`src/rtl/edd_pkg.sv`:
```
package edd_pkg;
  localparam int LFSR_W = 15;
  localparam int BYTE_W = 8;
  typedef logic [LFSR_W-1:0] lfsr_t;
  typedef logic [BYTE_W-1:0] byte_t;

  // bit i holds stage i+1; stages 1,4,6,8 set
  localparam lfsr_t PRBS_SEED = 15'h00A9;

  typedef struct packed {
    lfsr_t nxt;
    byte_t ks;
  } prbs_step_t;

  // eight shifts; first produced bit lands on bit 7
  function automatic prbs_step_t prbs_byte(input lfsr_t cur);
    prbs_step_t r;
    lfsr_t s;
    logic b;
    s = cur;
    r.ks = '0;
    for (int i = 0; i < BYTE_W; i++) begin
      b = s[13] ^ s[14];
      r.ks[BYTE_W-1-i] = b;
      s = {s[LFSR_W-2:0], b};
    end
    r.nxt = s;
    return r;
  endfunction
endpackage

```
`src/rtl/edd_prbs.sv`:
```
module edd_prbs
  import edd_pkg::*;
(
  input  logic  clk,
  input  logic  rst_n,
  input  logic  load,
  input  logic  step,
  output byte_t ks
);
  lfsr_t      state;
  prbs_step_t nx;

  always_comb nx = prbs_byte(state);
  assign ks = nx.ks;

  always_ff @(posedge clk or negedge rst_n) begin
    if (!rst_n)    state <= PRBS_SEED;
    else if (load) state <= PRBS_SEED;
    else if (step) state <= nx.nxt;
  end
endmodule

```
`src/rtl/edd_pos.sv`:
```
module edd_pos #(
  parameter int PAY_LEN  = 188,
  parameter int FULL_LEN = 204
) (
  input  logic clk,
  input  logic rst_n,
  input  logic adv,
  input  logic sop,
  input  logic frame204,
  output logic in_parity
);
  localparam int POS_W = $clog2(FULL_LEN + 1);
  localparam logic [POS_W-1:0] POS_MAX = {POS_W{1'b1}};
  localparam logic [POS_W-1:0] POS_PAY = POS_W'(PAY_LEN);

  logic [POS_W-1:0] pos;

  assign in_parity = frame204 && !sop && (pos >= POS_PAY);

  always_ff @(posedge clk or negedge rst_n) begin
    if (!rst_n) pos <= '0;
    else if (adv) begin
      if (sop)                pos <= POS_W'(1);
      else if (pos != POS_MAX) pos <= pos + 1'b1;
    end
  end
endmodule

```
`src/rtl/edd_outreg.sv`:
```
module edd_outreg
  import edd_pkg::*;
(
  input  logic  clk,
  input  logic  rst_n,
  input  logic  i_valid,
  output logic  i_ready,
  input  byte_t i_data,
  input  logic  i_sop,
  output logic  o_valid,
  input  logic  o_ready,
  output byte_t o_data,
  output logic  o_sop
);
  assign i_ready = !o_valid || o_ready;

  always_ff @(posedge clk or negedge rst_n) begin
    if (!rst_n) begin
      o_valid <= 1'b0;
      o_data  <= '0;
      o_sop   <= 1'b0;
    end else if (i_ready) begin
      o_valid <= i_valid;
      if (i_valid) begin
        o_data <= i_data;
        o_sop  <= i_sop;
      end
    end
  end
endmodule

```
`src/rtl/edd_descrambler.sv`:
```
module edd_descrambler
  import edd_pkg::*;
#(
  parameter int          PAY_LEN   = 188,
  parameter int          FULL_LEN  = 204,
  parameter logic [7:0]  SYNC_NORM = 8'h47
) (
  input  logic       clk,
  input  logic       rst_n,
  input  logic       bypass,
  input  logic       frame204,
  input  logic       s_valid,
  output logic       s_ready,
  input  logic [7:0] s_data,
  input  logic       s_sop,
  input  logic       s_inv,
  output logic       m_valid,
  input  logic       m_ready,
  output logic [7:0] m_data,
  output logic       m_sop
);
  logic  fire, reload, adv_gen, parity;
  byte_t ks, outb;

  assign fire    = s_valid && s_ready;
  assign reload  = fire && s_sop && s_inv;
  assign adv_gen = fire && !reload && !parity;

  edd_pos #(.PAY_LEN(PAY_LEN), .FULL_LEN(FULL_LEN)) u_pos (
    .clk(clk), .rst_n(rst_n), .adv(fire), .sop(s_sop),
    .frame204(frame204), .in_parity(parity)
  );

  edd_prbs u_prbs (
    .clk(clk), .rst_n(rst_n), .load(reload), .step(adv_gen), .ks(ks)
  );

  always_comb begin
    if (bypass)              outb = s_data;
    else if (s_sop && s_inv) outb = SYNC_NORM;
    else if (s_sop || parity) outb = s_data;
    else                     outb = s_data ^ ks;
  end

  edd_outreg u_out (
    .clk(clk), .rst_n(rst_n),
    .i_valid(s_valid), .i_ready(s_ready), .i_data(outb), .i_sop(s_sop),
    .o_valid(m_valid), .o_ready(m_ready), .o_data(m_data), .o_sop(m_sop)
  );
endmodule

```
`config.mk`:
```
export PLATFORM = sky130hd
export DESIGN_NAME = edd_descrambler
export DESIGN_NICKNAME = d
export VERILOG_FILES = /design/src/rtl/edd_pkg.sv /design/src/rtl/edd_prbs.sv /design/src/rtl/edd_pos.sv /design/src/rtl/edd_outreg.sv /design/src/rtl/edd_descrambler.sv
export SDC_FILE = /design/constraint.sdc
export NUM_CORES = 1
export LEC_CHECK = 0
export ABC_AREA = 1
export BUFFER_PORTS_ARGS = -buffer_cell sky130_fd_sc_hd__buf_2
export CAP_MARGIN = 20
export CORE_UTILIZATION = 60
export DETAILED_ROUTE_END_ITERATION = 6
export GPL_ROUTABILITY_DRIVEN = 0
export HOLD_SLACK_MARGIN = 0.06
export PLACE_DENSITY = 0.85
export SLEW_MARGIN = 10
export SYNTH_ARGS = -nofsm -noshare
export SYNTH_HDL_FRONTEND = slang
export SYNTH_SLANG_ARGS = --single-unit
```
`constraint.sdc`:
```
create_clock -name clk -period 3 [get_ports clk]
set_input_delay 0 -clock clk [delete_from_list [all_inputs] [get_ports clk]]
set_output_delay 0 -clock clk [all_outputs]
set_load 0.05 [all_outputs]
```
Yosys cells after proc, flatten, opt, wreduce, memory -nomap -nowiden:

Cells that the tools add are included.
Widths: inputs -> output; s select.

* register bits: 33
* input bits: 16
* output and inout bits: 11
* word-level logic and storage cells: 42

* add/sub/neg operators: 1
* magnitude comparators: 1
* equal/unequal tests: 1
* multiplexer cells: 7
* bitwise logic cells: 9
* reductions and logical operators: 18

Operators by type and width (count)
* $mux 8: 5
* $mux 15: 2
* $add 8x1->8 const B: 1
* $ge 8x8->1 const B: 1
* $logic_and 1x1->1: 8
* $ne 8x8->1 const B: 1
* $xor 1x1->1: 8
* $xor 8x8->8: 1
* $logic_not 1->1: 4
* $reduce_and 2->1: 2
* $reduce_bool 2->1: 2
* $logic_or 1x1->1: 2

Depth between registers and ports, before layout:

Gate-level depths: netlist (run 1).

* word-level depth: 10
* depth in mapped cells: 9
* depth with buffers taken out: 9

Modules after synthesis:

A second synthesis (run 1) with hierarchy kept.

* cell total of the unflattened synthesis: 272
* area, all modules: 2014.4 um^2

By module, submodules not included
* edd_prbs: times used 1, cells an instance 98, area an instance 758.2 um^2, seq. area each 380.4 um^2
* edd_pos: times used 1, cells an instance 73, area an instance 514.2 um^2, seq. area each 200.2 um^2
* edd_outreg: times used 1, cells an instance 43, area an instance 464.2 um^2, seq. area each 250.2 um^2
* edd_descrambler: times used 1, cells an instance 58, area an instance 277.8 um^2, seq. area each 0.0 um^2

Worst setup path before layout (run 1):

No wires, ideal clock.

* kind: reg2reg
* from: register u_out.o_valid
* to: register u_prbs.state[14]
* setup time: 116 ps
* arrival: 1730 ps
* data required time: 2884 ps
* slack: 1154 ps
* stages on the path, launching flop included: 9
* path buffers: 1
* period minus slack after synthesis: 1846 ps
* path through: dfrtp_1 nand2_1 nand2_1 inv_1 nand2_4 nor2_4 buf_6 nand2_1 nand2_1

* word-level cells in the longest chain between the ends: 9
* elaborated cells between the ends (all ways): 10
* those cells by class: mux (1); reduce/logical (9)

Ends and longest elaborated chain
* start: declaration: RTL line edd_outreg.sv:10 `output logic o_valid,`
* start signal: assignment: RTL line edd_outreg.sv:23 `o_valid <= i_valid;`
* $logic_not 1->1 *: RTL line edd_outreg.sv:15 `assign i_ready = !o_valid || o_ready;`
* $logic_or 1x1->1 *: RTL line edd_outreg.sv:15
* via s_ready: RTL line edd_descrambler.sv:13 `output logic s_ready,`
* $logic_and 1x1->1 *: RTL line edd_descrambler.sv:25 `assign fire = s_valid && s_ready;`
* $logic_and 1x1->1 (2 in series): RTL line edd_descrambler.sv:26 `assign reload = fire && s_sop && s_inv;`
* $logic_not 1->1: RTL line edd_descrambler.sv:27 `assign adv_gen = fire && !reload && !parity;`
* $logic_and 1x1->1 (2 in series): RTL line edd_descrambler.sv:27
* $reduce_bool 2->1 (no line)
* end signal: assignment: RTL line edd_prbs.sv:19 `else if (step) state <= nx.nxt;`
* end: declaration: RTL line edd_prbs.sv:10 `lfsr_t state;`

Mark *: on every way through the listed nets, which the timed path passes. The rest lies on a longest branch.
A chain may end at the register's enable or synchronous reset.

Worst setup path after layout (run 1):

* from: register u_out.o_valid
* to: register u_pos.pos[0]

* word-level cells in the longest chain between the ends: 4

Ends and longest elaborated chain
* $logic_not 1->1: RTL line edd_outreg.sv:15
* $logic_or 1x1->1: RTL line edd_outreg.sv:15
* $logic_and 1x1->1: RTL line edd_descrambler.sv:25
* $reduce_and 2->1 (no line)
* end signal: assignment: RTL line edd_pos.sv:24 `else if (pos != POS_MAX) pos <= pos + 1'b1;`
* end: declaration: RTL line edd_pos.sv:16 `logic [POS_W-1:0] pos;`

Every way passes these cells.

==> metrics.txt, run 1 <==
# TYPE chip_impl_metric gauge
chip_impl_info{name="status",value="completed"} 1
chip_impl_info{name="criticalPathCategory",value="flop to flop"} 1
chip_impl_metric{name="dpl.hpwl",unit="microns"} 2490
chip_impl_metric{name="die_width",unit="microns"} 56.6
chip_impl_info{name="endpoint_kind",value="flop"} 1
chip_impl_info{name="r2r-end",value="u_pos.pos[0]"} 1
chip_impl_metric{name="synth.net_count",unit=""} 239
chip_impl_metric{name="syn-cell-area",unit="sq um"} 1790
chip_impl_metric{name="timing.max_cap.violations",unit=""} 0
chip_impl_info{name="dominant_combinational_cell_family_by_area_after_synthesis",value="simple AND/OR/NAND/NOR gates"} 1
chip_impl_metric{name="synth.ff_latch_count",unit=""} 33
chip_impl_metric{name="vias_per_cell",unit=""} 5.30
chip_impl_metric{name="clock_sinks",unit=""} 33
chip_impl_info{name="setup.worst_path.start_class",value="flop"} 1
chip_impl_metric{name="number_of_vias_in_the_routed_layout",unit=""} 1542
chip_impl_metric{name="port_buffers",unit=""} 26
chip_impl_metric{name="die_h",unit="microns"} 56.6
chip_impl_metric{name="avgRoutedWirePerCell",unit="microns"} 13.0
chip_impl_metric{name="place_ws",unit="ps"} 1200
chip_impl_metric{name="floorplan.core_area",unit="sq um"} 2780
chip_impl_metric{name="drive_above_1_share",unit="%"} 21.2
chip_impl_metric{name="gr-usage-all-layers",unit="%"} 26.6
chip_impl_metric{name="n_antenna_cell",unit=""} 0
chip_impl_metric{name="synthXorXnorAreaFrac",unit="%"} 4.90
chip_impl_metric{name="syn-instance-count",unit=""} 221
chip_impl_metric{name="clock_insertion_delay_worst_skew",unit="ps"} 330
chip_impl_metric{name="timing_hold_violations_final",unit=""} 0
chip_impl_metric{name="timing.reg2reg.worst_path_depth",unit=""} 7
chip_impl_metric{name="cts_max_path_buffers",unit=""} 2
chip_impl_metric{name="synth.distinct_cells",unit=""} 28
chip_impl_metric{name="cts.clk_slew.worst_paths",unit="ps"} 100
chip_impl_info{name="unrepaired_setup_endpoints_after_global_routing",value="no"} 1
chip_impl_metric{name="design.die.area",unit="sq um"} 3200
chip_impl_metric{name="syn2layout_area_growth",unit="%"} 15.5
chip_impl_metric{name="yosysSeqAreaShare",unit="%"} 46.4
chip_impl_metric{name="post_route_setup_tns",unit="ps"} 0
chip_impl_metric{name="firstDrtPassIters",unit=""} 4
chip_impl_info{name="crit_end",value="u_pos.pos[0]"} 1
chip_impl_metric{name="final.period_utilization",unit="%"} 60.9
chip_impl_metric{name="timing.final.ws_setup",unit="ps"} 1170
chip_impl_info{name="worstHoldPathType",value="input pin to flop"} 1
chip_impl_metric{name="cts_setup_buffers",unit=""} 0
chip_impl_metric{name="tightest_slew",unit="ps"} 824
chip_impl_metric{name="timing.slew.headroom",unit="%"} 44.9
chip_impl_metric{name="fin_area",unit="sq um"} 2070
chip_impl_metric{name="number_of_antenna_violations_at_the_first_check_in_global_routing",unit=""} 0
chip_impl_metric{name="syn_area_per_cell",unit="sq um"} 8.10
chip_impl_metric{name="start_util",unit="%"} 64.3
chip_impl_metric{name="synth_compound_area_share",unit="%"} 8.11
chip_impl_metric{name="multi_input_comb_area",unit="sq um"} 822
chip_impl_metric{name="regArea",unit="sq um"} 831
chip_impl_metric{name="synth_edf_count",unit=""} 0
chip_impl_metric{name="timing_max_transition_violations_final",unit=""} 0
chip_impl_metric{name="synth_area_in_simple_gates",unit="%"} 31.5
chip_impl_metric{name="row_count",unit=""} 19
chip_impl_metric{name="final.hold.worst_slack",unit="ps"} 121
chip_impl_metric{name="tritoncts.num_buffers",unit=""} 5
chip_impl_info{name="tritoncts",value="done"} 1
chip_impl_metric{name="n_fill_cell",unit=""} 207
chip_impl_metric{name="min_period",unit="ps"} 1830
chip_impl_metric{name="maximum_number_of_pins_on_one_net_before_global_route_repair",unit=""} 34
chip_impl_info{name="synth_flop_cell",value="sky130_fd_sc_hd__dfrtp_1"} 1
chip_impl_metric{name="finalWirelength",unit="microns"} 3770
chip_impl_metric{name="via_count_of_the_first_global_routing_pass",unit=""} 1461
chip_impl_info{name="startpoint",value="u_out.o_valid"} 1
chip_impl_metric{name="rrSetupSlack",unit="ps"} 1170
chip_impl_metric{name="power_density",unit="nW/um^2"} 658
chip_impl_metric{name="cp.required",unit="ps"} 3250
chip_impl_metric{name="multiplexer_area_fraction_after_synthesis",unit="%"} 0
chip_impl_metric{name="maxClockFrequency",unit="GHz"} 0.548
chip_impl_metric{name="drt_antenna_net_count",unit=""} 0
chip_impl_metric{name="grt.overflow.total",unit=""} 0
chip_impl_metric{name="synthArstFlopShare",unit="%"} 100
chip_impl_info{name="worst_r2r_startpoint",value="u_out.o_valid"} 1
chip_impl_metric{name="cellLeakagePower",unit="uW"} 0.00108
chip_impl_metric{name="clock_skew",unit="ps"} 9.21
chip_impl_metric{name="detailedRoute.firstIterationViolations",unit=""} 111
chip_impl_metric{name="whs_path_depth",unit=""} 3
chip_impl_metric{name="crit_fanout",unit=""} 11
chip_impl_metric{name="grt_pass1_wl",unit="microns"} 6410
chip_impl_metric{name="setup_viol",unit=""} 0
chip_impl_metric{name="max-vdd-ir-drop",unit="uV"} 665
chip_impl_metric{name="cts-htree-levels",unit=""} 2
chip_impl_metric{name="timing.critical_path.arrival",unit="ps"} 2080
chip_impl_metric{name="synth-adder-area-share",unit="%"} 1.40
chip_impl_metric{name="route.detailed.drc",unit=""} 0
chip_impl_metric{name="final_total_power",unit="uW"} 1360
chip_impl_metric{name="io_pins",unit=""} 27
chip_impl_info{name="cts_root_buf",value="sky130_fd_sc_hd__clkbuf_4"} 1
chip_impl_metric{name="yosysWarningCount",unit=""} 0
chip_impl_metric{name="layout.nets",unit=""} 277
chip_impl_metric{name="placement.cell_area",unit="sq um"} 1910
==> kinds of logic after synthesis <==
logic type	Yosys count
flip-flops	33
AO/OA/AOI/OAI	24
AND/OR/NAND/NOR	123
buffers and inverters	29
XOR/XNOR	10
adder cells (fa/ha/maj)	2
==> what timing repair did <==
action / CTS / global route
endpoints found under the hold margin: 41 / 0
hold buffers: 11 / 0
gates resized for setup: 0 / 0
setup endpoints to repair: 0 / 0
==> cell usage after synthesis (3+ instances only) <==
| cell type | n | area, sq um |
|---|---|---|
| sky130_fd_sc_hd__a21oi_1 | 5 | 25.0 |
| sky130_fd_sc_hd__a21oi_2 | 4 | 35.0 |
| sky130_fd_sc_hd__buf_4 | 3 | 22.5 |
| sky130_fd_sc_hd__dfrtp_1 | 29 | 726 |
| sky130_fd_sc_hd__dfstp_2 | 4 | 105 |
| sky130_fd_sc_hd__inv_1 | 22 | 82.6 |
| sky130_fd_sc_hd__nand2_1 | 72 | 270 |
| sky130_fd_sc_hd__nand3_1 | 19 | 95.1 |
| sky130_fd_sc_hd__nand4_1 | 7 | 43.8 |
| sky130_fd_sc_hd__nor2_1 | 8 | 30.0 |
| sky130_fd_sc_hd__o21ai_0 | 7 | 35.0 |
| sky130_fd_sc_hd__o21ai_1 | 4 | 20.0 |
| sky130_fd_sc_hd__or2_2 | 6 | 37.5 |
| sky130_fd_sc_hd__xor2_1 | 10 | 87.6 |
==> layer usage <==
layer / vias up / global-route usage [%] / wire length [microns]
li1: 778 / - / -
met1: 699 / 34.2 / 1680
met2: 54 / 42.0 / 1780
met3: 11 / 6.22 / 225
met4: 0 / 12.9 / 91
met5: - / 0 / 0
==> how the worst min path moves through the flow <==
stage                        from         endpoint  slack (ps)
final                     s_valid    u_out.o_valid         120
after global routing       bypass  u_out.o_data[0]         170
after CTS                 s_valid    u_out.o_valid         120
after detailed placement    rst_n  u_out.o_data[1]          90
after global placement      rst_n  u_out.o_data[1]          90
after floorplan             rst_n  u_out.o_data[0]        -300
==> critical path, cell delays in order, from the launching register on <==
cell                      delay [ps]
sky130_fd_sc_hd__dfrtp_1         380
sky130_fd_sc_hd__nand2_1         100
sky130_fd_sc_hd__nand2_1         230
sky130_fd_sc_hd__inv_1           350
sky130_fd_sc_hd__nand2_1         280
sky130_fd_sc_hd__inv_1           220
sky130_fd_sc_hd__o21ai_0         110
sky130_fd_sc_hd__o21ai_1          80
==> per-stage QoR <==
step	instances	util [%]
after global routing	291	74.3
after floorplan	221	-
after global placement	272	68.6
after detailed placement	272	68.6
final	291	74.3
after CTS	291	74.3
==> layout by cell type (no fill, tap or decap), drive strengths merged <==
| cell type | count |
|---|---|
| inv | 23 |
| nor2 | 11 |
| ha | 2 |
| nand4 | 7 |
| xor2 | 10 |
| nand2 | 76 |
| o21ai | 12 |
| o21bai | 2 |
| nor3 | 2 |
| dlygate4sd3 | 11 |
| nor3b | 1 |
| clkbuf | 8 |
| dfstp | 4 |
| o22ai | 1 |
| a21oi | 9 |
| nand3 | 19 |
| or2 | 6 |
| and2 | 1 |
| dfrtp | 29 |
| buf | 26 |
==> where the power goes <==
| group | leakage [uW] | internal (uW) | total [uW] | switching, uW |
|---|---|---|---|---|
| sequential | 0.000406 | 567 | 649 | 82.1 |
| combinational | 0.000650 | 151 | 477 | 326 |
| clock | 0.0000265 | 93.3 | 233 | 139 |
| total | 0.00108 | 812 | 1360 | 547 |
==> layout make-up <==
class                      instances  area share [%]
timing repair buffer              37            11.6
multi-input combinational        159            39.8
sequential                        33            40.2
tap                               31            1.88
inverter                          23            4.18
clock buffer                       8            2.36
==> registers in the layout, summed over array words and instances (netlist names) <==
signal / flops
u_prbs.state: 15
u_out.o_data: 8
u_out.o_valid: 1
u_out.o_sop: 1
u_pos.pos: 8
(Power assumes the default switching activity.)
==> inputs of run 2 (changes only) <==
CORE_UTILIZATION = 56   (was 60)
PLACE_DENSITY = 0.81   (was 0.85)
clock period = 1.8 ns   (was 3 ns; I/O delays follow)
==> run 2 against run 1 <==
Via count decreased by 1.2%. Combinational power rose by 65%. Routed wire length decreased by 1.6%. Critical path type unchanged. Highest routed layer unchanged.
==> metrics.txt, run 2 (same netlist as run 1, synthesis figures left out) <==
# TYPE chip_impl_metric gauge
chip_impl_metric{name="final.period_utilization",unit="%"} 83.7
chip_impl_info{name="worstPathCellList",value="nand2_2, nand2_1, inv_1, nand2_4, nor2_4, nand2_1, nand2_1"} 1
chip_impl_metric{name="floorplan.core_area",unit="sq um"} 3050
chip_impl_metric{name="io_pins",unit=""} 27
chip_impl_metric{name="cts_max_path_buffers",unit=""} 2
chip_impl_metric{name="tritoncts.num_buffers",unit=""} 5
chip_impl_metric{name="post_route_setup_tns",unit="ps"} 0
chip_impl_metric{name="timing_max_transition_violations_final",unit=""} 0
chip_impl_metric{name="power_density",unit="nW/um^2"} 1100
chip_impl_metric{name="cp.required",unit="ps"} 2090
chip_impl_metric{name="grt_pass1_wl",unit="microns"} 6150
chip_impl_info{name="status",value="completed"} 1
chip_impl_info{name="setup.worst_path.start_class",value="flop"} 1
chip_impl_info{name="r2r-end",value="u_prbs.state[11]"} 1
chip_impl_metric{name="clock_sinks",unit=""} 33
chip_impl_metric{name="syn2layout_area_growth",unit="%"} 19.6
chip_impl_metric{name="gr-usage-all-layers",unit="%"} 24.8
chip_impl_info{name="final_cell_mix",value="71 x sky130_fd_sc_hd__nand2_1, 29 x sky130_fd_sc_hd__dfrtp_1, 26 x sky130_fd_sc_hd__buf_2"} 1
chip_impl_metric{name="number_of_antenna_violations_at_the_first_check_in_global_routing",unit=""} 0
chip_impl_metric{name="start_util",unit="%"} 58.6
chip_impl_metric{name="timing.slew.headroom",unit="%"} 52.7
chip_impl_metric{name="min_period",unit="ps"} 1510
chip_impl_metric{name="numPlacedInstances",unit=""} 288
chip_impl_metric{name="grt.overflow.total",unit=""} 0
chip_impl_metric{name="cts_setup_buffers",unit=""} 0
chip_impl_metric{name="layout.nets",unit=""} 281
chip_impl_info{name="slowest_stage",value="sky130_fd_sc_hd__dfrtp_1"} 1
chip_impl_metric{name="drive_above_1_share",unit="%"} 23.5
chip_impl_metric{name="cts.clk_slew.worst_paths",unit="ps"} 110
chip_impl_metric{name="design.die.area",unit="sq um"} 3430
chip_impl_metric{name="via_count_of_the_first_global_routing_pass",unit=""} 1363
chip_impl_metric{name="rrSetupSlack",unit="ps"} 290
chip_impl_info{name="worstHoldPathType",value="input pin to flop"} 1
chip_impl_info{name="critPathTopFamily",value="simple AND/OR/NAND/NOR gates"} 1
chip_impl_metric{name="row_count",unit=""} 20
chip_impl_metric{name="n_antenna_cell",unit=""} 0
chip_impl_metric{name="port_buffers",unit=""} 26
chip_impl_metric{name="crit_path_max_incr_delay",unit="ps"} 400
chip_impl_metric{name="timing.max_cap.violations",unit=""} 0
chip_impl_metric{name="vias_per_cell",unit=""} 4.95
chip_impl_info{name="hold_start",value="s_valid"} 1
chip_impl_metric{name="firstDrtPassIters",unit=""} 4
chip_impl_metric{name="dpl.hpwl",unit="microns"} 2520
chip_impl_info{name="mostFrequentLayoutCell",value="sky130_fd_sc_hd__nand2_1"} 1
chip_impl_metric{name="avgRoutedWirePerCell",unit="microns"} 12.1
chip_impl_metric{name="cellLeakagePower",unit="uW"} 0.00112
chip_impl_metric{name="largest_register_ff_count",unit=""} 15
chip_impl_metric{name="timing.critical_path.buf_inv",unit=""} 1
chip_impl_metric{name="timing.critical_path.arrival",unit="ps"} 1800
chip_impl_metric{name="timing.reg2reg.worst_path_depth",unit=""} 7
chip_impl_metric{name="maxClockFrequency",unit="GHz"} 0.663
chip_impl_metric{name="tightest_slew",unit="ps"} 709
chip_impl_metric{name="clock_insertion_delay_worst_skew",unit="ps"} 340
chip_impl_metric{name="timing_hold_violations_final",unit=""} 0
chip_impl_info{name="cts_root_buf",value="sky130_fd_sc_hd__clkbuf_4"} 1
chip_impl_info{name="timing.hold.worst_endpoint",value="u_out.o_data[3]"} 1
chip_impl_info{name="unrepaired_setup_endpoints_after_global_routing",value="no"} 1
chip_impl_metric{name="whs_path_depth",unit=""} 5
chip_impl_metric{name="drt_antenna_net_count",unit=""} 0
chip_impl_metric{name="number_of_vias_in_the_routed_layout",unit=""} 1524
chip_impl_metric{name="maximum_number_of_pins_on_one_net_before_global_route_repair",unit=""} 34
chip_impl_metric{name="finalWirelength",unit="microns"} 3710
chip_impl_info{name="critical_path.most_common_cell",value="sky130_fd_sc_hd__nand2_1"} 1
chip_impl_metric{name="die_h",unit="microns"} 58.5
chip_impl_metric{name="crit_fanout",unit=""} 16
chip_impl_metric{name="timing.final.ws_setup",unit="ps"} 293
chip_impl_metric{name="final.hold.worst_slack",unit="ps"} 79.9
chip_impl_info{name="endpoint_kind",value="flop"} 1
chip_impl_metric{name="final-instance-count-excl-fill",unit=""} 308
chip_impl_metric{name="max-vdd-ir-drop",unit="uV"} 562
chip_impl_info{name="biggest_register",value="u_prbs.state"} 1
chip_impl_metric{name="clock_skew",unit="ps"} 13.0
chip_impl_info{name="tritoncts",value="done"} 1
chip_impl_metric{name="final_util",unit="%"} 70.1
chip_impl_info{name="criticalPathCategory",value="flop to flop"} 1
chip_impl_info{name="largest_registers",value="u_prbs.state: 15 flops, u_out.o_data: 8 flops, u_pos.pos: 8 flops"} 1
chip_impl_metric{name="cts-htree-levels",unit=""} 2
chip_impl_info{name="worst_r2r_startpoint",value="u_out.o_valid"} 1
chip_impl_metric{name="detailedRoute.firstIterationViolations",unit=""} 105
chip_impl_metric{name="die_width",unit="microns"} 58.5
chip_impl_metric{name="place_ws",unit="ps"} 298
chip_impl_metric{name="route.detailed.drc",unit=""} 0
chip_impl_metric{name="setup_viol",unit=""} 0
run 2: cell types whose count changed in the layout (fill, tap and decap cells not counted), sizes merged:
cell,change
buf,+3
dlygate4sd3,+1
clkbuf,-1
clkinv,+1
run 2: area by class of cell:
cell class	instances	area (sq um)
multi-input combinational	159	825
inverter	23	86.3
timing repair buffer	41	273
clock buffer	7	65.1
clock inverter	1	5.00
tap	44	55.1
sequential	33	831
fill	262	913
run 2: worst min-delay path, delay by kind of cell:
family | cells | cell delay, ps
simple gates | 3 | 160
buf+inv | 2 | 240
run 2: through the flow:
| step | instance area (sq um) | total power (uW) |
|---|---|---|
| after floorplan | 1790 | 1650 |
| after global placement | 1950 | 1840 |
| after detailed placement | 1950 | 1850 |
| after CTS | 2140 | 2350 |
| after global routing | 2140 | 2510 |
| final | 2140 | 2350 |
run 2: how the worst max path moves through the flow:
stage                              from               end  slack (ps)  cells past startpoint
after floorplan           u_out.o_valid   u_out.o_data[1]         120                      7
after global placement     u_pos.pos[4]   u_prbs.state[8]         360                      7
after detailed placement  u_out.o_valid  u_prbs.state[11]         300                      7
after CTS                 u_out.o_valid  u_prbs.state[11]         290                      7
after global routing      u_out.o_valid  u_prbs.state[13]         140                      7
final                     u_out.o_valid  u_prbs.state[11]         290                      7
run 2: layer usage:
layer / global-route usage [%] / vias up / wire length, microns
met4: 8.50 / 0 / 57
met5: 0 / - / 0
met2: 37.1 / 42 / 1690
met3: 9.89 / 6 / 220
li1: - / 790 / -
met1: 33.0 / 686 / 1740
run 2: what timing repair did:
item | 4_1_cts | 5_1_grt
hold buffers | 12 | 0
gates resized for setup | 0 | 0
endpoints found under the hold margin | 41 | 0
run 2: where the power goes:
group / leakage (uW) / switching (uW) / internal, uW
clock network: 0.0000413 / 254 / 226
logic: 0.000669 / 526 / 262
registers: 0.000406 / 134 / 945
==> inputs of run 3 (changes only) <==
ABC_AREA = 0   (was 1)
CORE_UTILIZATION = 50   (was 56)
PLACE_DENSITY = 0.77   (was 0.81)
clock period = 1.3 ns   (was 1.8 ns; I/O delays follow)
==> run 3 against run 2 <==
The run now ends with negative setup slack left. Final area rose by 15%. Cell count fell by 4.2%. Register-to-register slack got worse by 640 ps. Critical path depth fell by 1. Combinational power rose by 89%. First-iteration DRC count rose by 60%. Global-route usage rose by 3.1 points. Power rose by 65%. Flip-flop and latch count did not move. Synthesized cell count fell by 22%. Synthesized area fell by 5.1%. Non-clock buffer count rose by 39.
==> metrics.txt, run 3 <==
# TYPE chip_impl_metric gauge
chip_impl_metric{name="drt_antenna_net_count",unit=""} 0
chip_impl_metric{name="finalWirelength",unit="microns"} 5200
chip_impl_metric{name="synthArstFlopShare",unit="%"} 100
chip_impl_metric{name="design.die.area",unit="sq um"} 3630
chip_impl_metric{name="detailedRoute.firstIterationViolations",unit=""} 168
chip_impl_metric{name="final_total_power",unit="uW"} 3870
chip_impl_metric{name="firstDrtPassIters",unit=""} 4
chip_impl_info{name="synth_flop_cell",value="sky130_fd_sc_hd__dfrtp_1"} 1
chip_impl_metric{name="numPlacedInstances",unit=""} 258
chip_impl_metric{name="syn-instance-count",unit=""} 172
chip_impl_metric{name="route.detailed.drc",unit=""} 0
chip_impl_metric{name="die_width",unit="microns"} 60.3
chip_impl_info{name="cts_root_buf",value="sky130_fd_sc_hd__clkbuf_4"} 1
chip_impl_metric{name="floorplan.core_area",unit="sq um"} 3130
chip_impl_metric{name="setup_viol",unit=""} 30
chip_impl_metric{name="comb_power_share",unit="%"} 38.6
chip_impl_metric{name="final-instance-count-excl-fill",unit=""} 295
chip_impl_metric{name="maximum_number_of_pins_on_one_net_before_global_route_repair",unit=""} 22
chip_impl_metric{name="n_antenna_cell",unit=""} 0
chip_impl_info{name="post_synth_main_area_contributors",value="sky130_fd_sc_hd__dfrtp_1 43%, sky130_fd_sc_hd__nand2_1 6.6%, sky130_fd_sc_hd__dfstp_2 6.2%"} 1
chip_impl_metric{name="maxClockFrequency",unit="GHz"} 0.608
chip_impl_metric{name="vias_per_cell",unit=""} 5.79
chip_impl_metric{name="synth.distinct_cells",unit=""} 37
chip_impl_metric{name="gr-usage-all-layers",unit="%"} 28.0
chip_impl_metric{name="power_density",unit="nW/um^2"} 1570
chip_impl_info{name="tritoncts",value="done"} 1
chip_impl_info{name="cell_with_the_most_instances_after_synthesis",value="sky130_fd_sc_hd__nand2_1"} 1
chip_impl_metric{name="die_h",unit="microns"} 60.3
chip_impl_metric{name="timing_hold_violations_final",unit=""} 0
chip_impl_metric{name="yosysWarningCount",unit=""} 0
chip_impl_info{name="synth_top_area_cell",value="sky130_fd_sc_hd__dfrtp_1"} 1
chip_impl_info{name="worstHoldPathType",value="input pin to asynchronous set/reset pin"} 1
chip_impl_metric{name="clock_sinks",unit=""} 33
chip_impl_info{name="critical_path.most_common_cell",value="sky130_fd_sc_hd__buf_4"} 1
chip_impl_metric{name="number_of_vias_in_the_routed_layout",unit=""} 1708
chip_impl_info{name="slowest_stage",value="sky130_fd_sc_hd__dfrtp_1"} 1
chip_impl_metric{name="drive_above_1_share",unit="%"} 37.8
chip_impl_metric{name="final.period_utilization",unit="%"} 126
chip_impl_metric{name="cellLeakagePower",unit="uW"} 0.00117
chip_impl_metric{name="sequential_fraction_of_design_power",unit="%"} 40.5
chip_impl_info{name="criticalPathCategory",value="flop to flop"} 1
chip_impl_info{name="worstPathCellList",value="buf_4, a41oi_4, buf_4, o211ai_4, mux2i_1, a21oi_1"} 1
chip_impl_metric{name="timing.reg2reg.worst_path_depth",unit=""} 6
chip_impl_metric{name="synth.net_count",unit=""} 190
chip_impl_metric{name="cts-htree-levels",unit=""} 2
chip_impl_metric{name="syn2layout_area_growth",unit="%"} 45.4
chip_impl_metric{name="syn_area_per_cell",unit="sq um"} 9.87
chip_impl_metric{name="switching_part_of_the_total",unit="%"} 37.7
chip_impl_metric{name="timing.max_cap.violations",unit=""} 0
chip_impl_metric{name="share_clk_of_total_power",unit="%"} 20.9
chip_impl_metric{name="clock_insertion_delay_worst_skew",unit="ps"} 350
chip_impl_info{name="status",value="finished, violations left"} 1
chip_impl_metric{name="timing_max_transition_violations_final",unit=""} 0
chip_impl_metric{name="dpl.hpwl",unit="microns"} 2960
chip_impl_metric{name="synth_largest_type_area_fraction",unit="%"} 42.7
chip_impl_metric{name="row_count",unit=""} 20
chip_impl_metric{name="tightest_slew",unit="ps"} 396
chip_impl_info{name="final_cell_mix",value="34 x sky130_fd_sc_hd__buf_4, 29 x sky130_fd_sc_hd__nand2_1, 28 x sky130_fd_sc_hd__dfrtp_1"} 1
chip_impl_metric{name="timing.critical_path.arrival",unit="ps"} 1880
chip_impl_metric{name="timing.final.ws_setup",unit="ps"} -344
chip_impl_metric{name="timing.slew.headroom",unit="%"} 73.3
chip_impl_info{name="failed_checks",value="negative setup slack"} 1
chip_impl_metric{name="cts_max_path_buffers",unit=""} 2
chip_impl_metric{name="avgRoutedWirePerCell",unit="microns"} 17.6
chip_impl_metric{name="yosysSeqAreaShare",unit="%"} 48.9
chip_impl_metric{name="cts.clk_slew.worst_paths",unit="ps"} 110
chip_impl_metric{name="max-vdd-ir-drop",unit="uV"} 877
chip_impl_metric{name="largest_register_ff_count",unit=""} 15
chip_impl_info{name="synth_top_cells_by_count",value="30 x sky130_fd_sc_hd__nand2_1, 29 x sky130_fd_sc_hd__dfrtp_1, 16 x sky130_fd_sc_hd__o21ai_0"} 1
chip_impl_metric{name="min_period",unit="ps"} 1640
chip_impl_metric{name="start_util",unit="%"} 54.3
chip_impl_metric{name="crit_fanout",unit=""} 6
chip_impl_metric{name="cp.required",unit="ps"} 1530
chip_impl_metric{name="tritoncts.num_buffers",unit=""} 5
chip_impl_metric{name="n_fill_cell",unit=""} 161
chip_impl_metric{name="synth_edf_count",unit=""} 0
chip_impl_metric{name="grt_pass1_wl",unit="microns"} 7210
chip_impl_metric{name="rrSetupSlack",unit="ps"} -340
chip_impl_metric{name="via_count_of_the_first_global_routing_pass",unit=""} 1596
chip_impl_info{name="mostFrequentLayoutCell",value="sky130_fd_sc_hd__buf_4"} 1
chip_impl_info{name="endpoint_kind",value="flop"} 1
chip_impl_metric{name="number_of_antenna_violations_at_the_first_check_in_global_routing",unit=""} 0
chip_impl_metric{name="io_pins",unit=""} 27
chip_impl_metric{name="grt.overflow.total",unit=""} 0
chip_impl_metric{name="port_buffers",unit=""} 26
chip_impl_metric{name="syn-cell-area",unit="sq um"} 1700
chip_impl_info{name="setup.worst_path.start_class",value="flop"} 1
chip_impl_info{name="biggest_register",value="u_prbs.state"} 1
chip_impl_info{name="worst_r2r_startpoint",value="u_pos.pos[3]"} 1
chip_impl_metric{name="power.net_switching",unit="uW"} 1460
chip_impl_info{name="largest_registers",value="u_prbs.state: 15 flops, u_out.o_data: 8 flops, u_pos.pos: 8 flops"} 1
chip_impl_info{name="unrepaired_setup_endpoints_after_global_routing",value="yes"} 1
chip_impl_metric{name="synth.ff_latch_count",unit=""} 33
chip_impl_metric{name="clock_skew",unit="ps"} 17.4
chip_impl_metric{name="layout.nets",unit=""} 268
chip_impl_metric{name="p_int",unit="uW"} 2410
chip_impl_info{name="r2r-end",value="u_prbs.state[4]"} 1
chip_impl_metric{name="crit_path_max_incr_delay",unit="ps"} 420
[run 3: power by group through the flow]
stage               sequential (uW)  clock [uW]  combinational, uW
floorplan                      1770           0                595
global placement               1550           0               1230
detailed placement             1570           0               1270
CTS                            1550         817               1370
global route                   1600         884               1600
finish                         1570         811               1490
[run 3: per-layer routing]
layer / up-vias / wire, microns / GRT usage, %
met5: - / 0 / 0
met4: 0 / 212 / 14.0
met3: 26 / 536 / 7.79
met2: 108 / 2450 / 44.3
met1: 808 / 2000 / 34.8
li1: 766 / - / -
[run 3: worst max-delay path by stage]
stage / start / to / slack, ps
floorplan: u_out.o_valid / u_pos.pos[2] / -290
global placement: u_pos.pos[5] / u_pos.pos[4] / -190
detailed placement: u_pos.pos[5] / u_pos.pos[3] / -260
CTS: u_pos.pos[3] / u_pos.pos[3] / -260
global route: u_pos.pos[3] / u_prbs.state[4] / -360
finish: u_pos.pos[3] / u_prbs.state[4] / -340
[run 3: cells by family (layout without fill, tap and decap cells)]
family | count (synthesis) | in the layout | synth area share [%]
buffers and inverters | 13 | 92 | 3.90
AO/OA/AOI/OAI | 48 | 48 | 18.9
adder cells (fa/ha/maj) | 2 | 2 | 1.47
flip-flops | 33 | 33 | 48.9
XOR/XNOR | 16 | 16 | 8.25
AND/OR/NAND/NOR | 56 | 56 | 16.1
multiplexers | 4 | 4 | 2.36
[run 3: timing repair]
item | in CTS | in global routing
gates resized for setup | 7 | 24
setup endpoints to repair | 29 | 33
pin swaps | 11 | 13
buffers inserted | 12 | 3
cloned | 0 | 2
hold buffers | 12 | 0
hold endpoints to repair | 44 | 0
[run 3: stage by stage]
stage,area (sq um),worst slack [ps],utilization [%],TNS (ps),hold slack (ps)
finish,2470,-344,78.9,-6910,57.7
global route,2470,-364,78.9,-8620,77.8
CTS,2370,-257,75.8,-4770,64.4
detailed placement,2050,-255,65.6,-2720,-90.1
global placement,2050,-188,65.6,-1700,-96.0
floorplan,1740,-294,-,-4170,-296
[run 3: final cells by class]
| class | instances | area [sq um] | area share, % |
|---|---|---|---|
| repair buffers | 80 | 611 | 24.7 |
| multi-input cells | 126 | 871 | 35.3 |
| clock inverters | 1 | 30.0 | 1.22 |
| well taps | 44 | 55.1 | 2.23 |
| clock buffers | 7 | 55.1 | 2.23 |
| inverters | 4 | 15.0 | 0.608 |
| flip-flops and latches | 33 | 832 | 33.7 |
[run 3: critical path, delay by kind of cell (launching register included)]
kind,cells,cell delay [ps]
buffers and inverters,2,330
flip-flops,1,420
AO/OA/AOI/OAI,3,500
multiplexers,1,280
